`src/rtl/dac_if_pkg.sv`:
```
package dac_if_pkg;
    parameter int CODE_W  = 14;
    parameter int FRAME_W = 32;
    parameter int WORD_W  = 24;
    parameter int FIELD_W = 4;
    parameter int NUM_CH  = 2;

    // Command and address fields plus the channel code
    localparam int DEC_W = 2 * FIELD_W + CODE_W;

    typedef enum logic [FIELD_W-1:0] {
        CMD_WRITE  = 4'd0,
        CMD_UPDATE = 4'd1,
        CMD_WRUPD  = 4'd2,
        CMD_SLEEP  = 4'd3,
        CMD_FAST   = 4'd4,
        CMD_SLOW   = 4'd5
    } cmd_e;

    localparam logic [FIELD_W-1:0] ADDR_ALL = 4'hF;

    typedef struct packed {
        logic [NUM_CH-1:0] wr;
        logic [NUM_CH-1:0] upd;
        logic              sleep;
        logic              fast;
        logic              slow;
    } dec_t;
endpackage

```
`src/rtl/dac_shift.sv`:
```
module dac_shift #(
    parameter int FRAME_W = 32,
    parameter int SYNC_N  = 2,
    parameter int OUT_W   = 22
) (
    input  logic             clk,
    input  logic             rst_n,
    input  logic             sck,
    input  logic             sdi,
    input  logic             cs_ld,
    output logic [OUT_W-1:0] word,
    output logic             load,
    output logic             cs_high,
    output logic             sdo
);
    localparam int WORD_TOP = 24;

    typedef struct packed {
        logic [SYNC_N-1:0]  sck_s;
        logic [SYNC_N-1:0]  sdi_s;
        logic [SYNC_N-1:0]  cs_s;
        logic               sck_p;
        logic               cs_p;
        logic [FRAME_W-1:0] sr;
    } st_t;

    st_t st_d, st_q;
    logic sck_now, sdi_now, cs_now;

    assign sck_now = st_q.sck_s[SYNC_N-1];
    assign sdi_now = st_q.sdi_s[SYNC_N-1];
    assign cs_now  = st_q.cs_s[SYNC_N-1];

    always_comb begin
        st_d       = st_q;
        st_d.sck_s = {st_q.sck_s[SYNC_N-2:0], sck};
        st_d.sdi_s = {st_q.sdi_s[SYNC_N-2:0], sdi};
        st_d.cs_s  = {st_q.cs_s[SYNC_N-2:0], cs_ld};
        st_d.sck_p = sck_now;
        st_d.cs_p  = cs_now;
        if (sck_now && !st_q.sck_p && !cs_now) begin
            st_d.sr = {st_q.sr[FRAME_W-2:0], sdi_now};
        end
    end

    always_ff @(posedge clk or negedge rst_n) begin
        if (!rst_n) begin
            st_q.sck_s <= '0;
            st_q.sdi_s <= '0;
            st_q.cs_s  <= '1;
            st_q.sck_p <= 1'b0;
            st_q.cs_p  <= 1'b1;
            st_q.sr    <= '0;
        end else begin
            st_q <= st_d;
        end
    end

    assign load    = cs_now & ~st_q.cs_p;
    assign cs_high = cs_now;
    assign sdo     = st_q.sr[FRAME_W-1];
    assign word    = st_q.sr[WORD_TOP-1 -: OUT_W];
endmodule

```
`src/rtl/dac_decode.sv`:
```
module dac_decode
    import dac_if_pkg::*;
(
    input  logic             load,
    input  logic [DEC_W-1:0] word,
    output dec_t             dec,
    output logic [CODE_W-1:0] data
);
    logic [FIELD_W-1:0] cmd, addr;
    logic [NUM_CH-1:0]  sel;

    assign cmd  = word[DEC_W-1 -: FIELD_W];
    assign addr = word[DEC_W-FIELD_W-1 -: FIELD_W];
    assign data = word[CODE_W-1:0];

    for (genvar i = 0; i < NUM_CH; i++) begin : g_sel
        assign sel[i] = (addr == FIELD_W'(i)) || (addr == ADDR_ALL);
    end

    always_comb begin
        dec = '0;
        if (load && (|sel)) begin
            case (cmd_e'(cmd))
                CMD_WRITE:  dec.wr  = sel;
                CMD_UPDATE: dec.upd = sel;
                CMD_WRUPD: begin
                    dec.wr  = sel;
                    dec.upd = sel;
                end
                CMD_SLEEP:  dec.sleep = 1'b1;
                CMD_FAST:   dec.fast  = 1'b1;
                CMD_SLOW:   dec.slow  = 1'b1;
                default:    dec = '0;
            endcase
        end
    end
endmodule

```
`src/rtl/dac_channel.sv`:
```
module dac_channel #(
    parameter int CODE_W = 14
) (
    input  logic              clk,
    input  logic              rst_n,
    input  logic              clr_n,
    input  logic              wr,
    input  logic              upd,
    input  logic [CODE_W-1:0] data,
    output logic [CODE_W-1:0] code
);
    logic [CODE_W-1:0] latch_d, latch_q;
    logic [CODE_W-1:0] out_d, out_q;
    logic              out_rst_n;

    assign out_rst_n = rst_n & clr_n;

    always_comb begin
        latch_d = latch_q;
        out_d   = out_q;
        if (wr) begin
            latch_d = data;
        end
        if (upd) begin
            out_d = wr ? data : latch_q;
        end
    end

    always_ff @(posedge clk or negedge rst_n) begin
        if (!rst_n) latch_q <= '0;
        else        latch_q <= latch_d;
    end

    always_ff @(posedge clk or negedge out_rst_n) begin
        if (!out_rst_n) out_q <= '0;
        else            out_q <= out_d;
    end

    assign code = out_q;
endmodule

```
`src/rtl/dual_dac_serial_if.sv`:
```
module dual_dac_serial_if
    import dac_if_pkg::*;
#(
    parameter int SYNC_N = 2
) (
    input  logic              clk,
    input  logic              rst_n,
    input  logic              clr_n,
    input  logic              sck,
    input  logic              sdi,
    input  logic              cs_ld,
    output logic              sdo,
    output logic [CODE_W-1:0] code_a,
    output logic [CODE_W-1:0] code_b,
    output logic              fast_mode,
    output logic              shutdown
);
    typedef struct packed {
        logic fast;
        logic sleep;
    } ctl_t;

    logic [DEC_W-1:0]  word;
    logic              load;
    logic              cs_high;
    dec_t              dec;
    logic [CODE_W-1:0] data;
    logic [CODE_W-1:0] codes [NUM_CH];
    ctl_t              ctl_d, ctl_q;

    dac_shift #(
        .FRAME_W(FRAME_W),
        .SYNC_N (SYNC_N),
        .OUT_W  (DEC_W)
    ) u_shift (
        .clk    (clk),
        .rst_n  (rst_n),
        .sck    (sck),
        .sdi    (sdi),
        .cs_ld  (cs_ld),
        .word   (word),
        .load   (load),
        .cs_high(cs_high),
        .sdo    (sdo)
    );

    dac_decode u_dec (
        .load(load),
        .word(word),
        .dec (dec),
        .data(data)
    );

    for (genvar i = 0; i < NUM_CH; i++) begin : g_ch
        dac_channel #(.CODE_W(CODE_W)) u_ch (
            .clk  (clk),
            .rst_n(rst_n),
            .clr_n(clr_n),
            .wr   (dec.wr[i]),
            .upd  (dec.upd[i]),
            .data (data),
            .code (codes[i])
        );
    end

    always_comb begin
        ctl_d = ctl_q;
        if (dec.sleep)            ctl_d.sleep = 1'b1;
        if (|(dec.wr | dec.upd))  ctl_d.sleep = 1'b0;
        if (dec.fast)             ctl_d.fast  = 1'b1;
        if (dec.slow)             ctl_d.fast  = 1'b0;
    end

    always_ff @(posedge clk or negedge rst_n) begin
        if (!rst_n) ctl_q <= '0;
        else        ctl_q <= ctl_d;
    end

    assign code_a    = codes[0];
    assign code_b    = codes[1];
    assign fast_mode = ctl_q.fast;
    assign shutdown  = ctl_q.sleep;
endmodule

```
`config.mk`:
```
export PLATFORM = sky130hd
export DESIGN_NAME = dual_dac_serial_if
export DESIGN_NICKNAME = d
export VERILOG_FILES = /design/src/rtl/dac_if_pkg.sv /design/src/rtl/dac_shift.sv /design/src/rtl/dac_decode.sv /design/src/rtl/dac_channel.sv /design/src/rtl/dual_dac_serial_if.sv
export SDC_FILE = /design/constraint.sdc
export NUM_CORES = 1
export LEC_CHECK = 0
export ABC_AREA = 1
export CAP_MARGIN = 0
export CORE_ASPECT_RATIO = 1.75
export CORE_UTILIZATION = 45
export CTS_CLUSTER_SIZE = 20
export DETAILED_ROUTE_END_ITERATION = 7
export GPL_ROUTABILITY_DRIVEN = 0
export HOLD_SLACK_MARGIN = 0.03
export SLEW_MARGIN = 20
export SYNTH_ARGS = -nofsm -noshare
export SYNTH_HDL_FRONTEND = slang
export SYNTH_SLANG_ARGS = --single-unit
export TNS_END_PERCENT = 50
```
`constraint.sdc`:
```
create_clock -name clk -period 3.81 [get_ports clk]
set_clock_uncertainty 0.1 [all_clocks]
set_input_delay 0.762 -clock clk [delete_from_list [all_inputs] [get_ports clk]]
set_output_delay 0.762 -clock clk [all_outputs]
set_load 0.02 [all_outputs]
```
==> summary.md <==
| Metric | Value |
|---|---|
| Netlist cell types | `24` |
| Worst skew pair latency | `~340 ps` |
| Detail Placement HPWL | `5347 µm` |
| Flops & latches, synth | `slightly below 100` |
| Worst ir drop on vdd | `roughly 0.00033 V` |
| TNS Setup | `0 ps` |
| Netlist Area Pre-Place | `4090 µm²` |
| Met2 usage | `around a third` |
| P per Cell Area | `594.0 nW/µm²` |
| Antenna violations before repair | `0` |
| Maximum number of pins on one net before global-route repair | `56` |
| Final setup violation count | `0` |
| First DRT Iteration DRCs | `approximately 220` |
| Fmax | `~0.42 GHz` |
| Cts hold-fix bufs | `0` |
| Global-route wire length before repair | `roughly 13000 µm` |
| Total CTS buffers | `9` |
| Sequential fraction of the synthesis area | `60.05%` |
| Chip width | `74.07 µm` |
| Share of the clock period used by the worst path | `a little over three fifths` |
| H-tree levels | `3` |
| Vias per std cell | `~4.7` |
| MaxCap Viol Count | `0` |
| Period minus WS final | `2398 ps` |
| Synth top area cells | `dfrtp_1 (58%), nand2_1 (11%), nand3_1 (6.1%)` |
| Met3 usage | `under 10%` |
| Starting Density | `46.87%` |
| Post-synth top area cell | `dfrtp_1` |
| Hold Crit Class | `in -> async` |
| Antenna cell count | `0` |
| Yosys top cell area share | `between 50% and 60%` |
| Antenna violation net count after detailed routing | `0` |
| Commonest non-fill, non-tap cell in the layout | `nand2_1` |
| Overall die height | `between 100 and 150 µm` |
| Max clock buf depth | `2` |
| Die area | `~9500 µm²` |
| Post-Syn Nets | `approximately 450` |
| Worst Reg2Reg Path Length in Cells | `8` |
| Crit path launch type | `flop` |
| Critical Path RT | `around 4000 ps` |
| GR Overflow Total | `0` |
| Layout Nets | `a little under 500` |
| Worst slack at placement | `approximately 1400 ps` |
| Slew Viols, Final | `0` |
| Drt total wl | `slightly below 8000 µm` |
| DR WL/cell | `12.90 µm` |
| Relative slew slack | `between 30 and 40%` |
| CTS Root Cell | `clkbuf_16` |
| Final-report hold violation count | `0` |
| GRT Overall Usage | `a little under a fifth` |
| Crit end category | `flop` |
| Syn Inst Count | `441` |
| Commonest cells after routing, fill and taps aside | `nand2_1 (118), dfrtp_1 (95), inv_1 (56)` |
| Worst path slowest cell | `nor2_4` |
| Outcome | `complete, no violations` |
| # rows | `45` |
| RSZ-0062 raised after global routing | `false` |
| Drt drc | `0` |
| GR Util met1 | `24.30%` |
| DR pass1 iterations | `4` |
| Critical Path AT | `~2600 ps` |
| Slew @ Worst Pin | `just under 1000 ps` |
| Vias in the first global route | `around 2800` |
| FF-to-FF End | `g_ch[0].u_ch.code[10]` |
| Final setup margin | `1412 ps` |
| Static Leakage | `approximately 2.4 nW` |
| GR peak layer | `met2` |
| Reg-to-reg slack, setup | `1410 ps` |
| Critical Path Most Common Cell | `nand2_1` |
| TritonCTS clock tree | `yes` |
| Area Growth Syn to Fin | `17.44%` |
| Core Region | `about 8700 µm²` |
| Post-CTS sizing | `0` |
| Worst-path cell chain | `inv_2 -> nor2_8 -> nand2_2 -> nor2_4 -> nand2_1 -> nand2_1 -> nand3_1 -> nand2_1` |
| Critical setup path kind | `reg -> reg` |
| Yosys warns | `0` |
| Peak fanout along the critical path | `31` |
| CTS Sinks | `98` |
| FF-to-FF Start | `u_shift.cs_high` |
| Clk slew on worst S/H paths | `about 70 ps` |
| IO buf count | `36` |
| Postcts setup bufs | `0` |
| Slowest stage delay, CP | `slightly below 600 ps` |
| Share of layout cells above drive strength 1 | `roughly a tenth` |
| I/O pin count | `37` |
| Vias | `2805` |
| Avg Inst Size Synth | `9.275 µm²` |
## per-stage QoR
stage | util, % | hold WS (ps) | cell area, µm² | total power [W] | cells
detailed placement | 51.81 | 243.6 | 4522 | 0.002039 | 581
global route | 55.04 | 259.1 | 4803 | 0.003021 | 597
finish | 55.04 | 230.3 | 4803 | 0.002853 | 597
CTS | 55.04 | 232.3 | 4803 | 0.002900 | 597
global placement | 51.81 | 234.5 | 4522 | 0.002025 | 581
floorplan | - | 231.2 | 4090 | 0.001776 | 441
## state kept, by name (all words and copies together) (netlist names)
register           count
g_ch.u_ch.code        28
g_ch.u_ch.latch_q     28
u_shift.word          22
u_shift.st_q          11
u_shift.st_d           3
fast_mode              1
shutdown               1
u_shift.cs_high        1
u_shift.sck_now        1
u_shift.sdi_now        1
u_shift.sdo            1
## worst max-delay path by stage
stage / startpoint / endpoint / slack (ps) / depth (start not counted)
finish: u_shift.cs_high / g_ch[0].u_ch.code[10] / 1410 / 8
global route: u_shift.cs_high / g_ch[0].u_ch.code[10] / 1140 / 8
CTS: u_shift.cs_high / g_ch[0].u_ch.code[12] / 1370 / 8
detailed placement: u_shift.cs_high / g_ch[0].u_ch.code[12] / 1380 / 8
global placement: u_shift.cs_high / g_ch[0].u_ch.code[1] / 1440 / 8
floorplan: u_shift.cs_high / g_ch[1].u_ch.latch_q[10] / 2220 / 8
## synth_stat cells, drive strengths merged
cell type	count
inv	59
nand3b	1
clkinv	1
o21ai	24
a21oi	8
nand3	62
dfstp	3
nor3	1
nand2	123
buf	10
and2	28
clkbuf	7
dfrtp	95
nor2	18
mux2	1
## worst max-delay path: cells and delay by family, from the launching register on
| kind | cells | cell delay (ps) |
|---|---|---|
| DFF | 1 | 540 |
| and+or+nand+nor | 7 | 1650 |
| buffers and inverters | 1 | 60 |
## metal layers
layer,up-vias,part of all wire (%)
met5,-,0
met4,0,1.7
met3,8,2.3
met2,29,54
met1,1338,42
li1,1430,-
## cell families (layout without fill, tap and decap cells)
group,Yosys count,count (layout),synth area share [%]
and+or+nand+nor,233,233,27.78
DFF,98,98,60.05
buffers and inverters,77,116,7.984
AOI/OAI and AO/OA,32,32,3.916
muxes,1,1,0.2753
## power breakdown
part	internal [W]	total, W	switching, W
logic	0.000282	0.000645	0.000364
registers	0.00126	0.00137	0.000105
clock network	0.000460	0.000841	0.000381
total	0.00200	0.00285	0.000850
## cell type report
class                   count  area [µm²]
clock buffers              10       239.0
clock inverters             6       42.54
inverters                  60       226.5
repair buffers             40       385.4
multi-input cells         266        1308
well taps                 117       146.4
fillers                   833        3924
flip-flops and latches     98        2456
(Power assumes the default switching activity.)
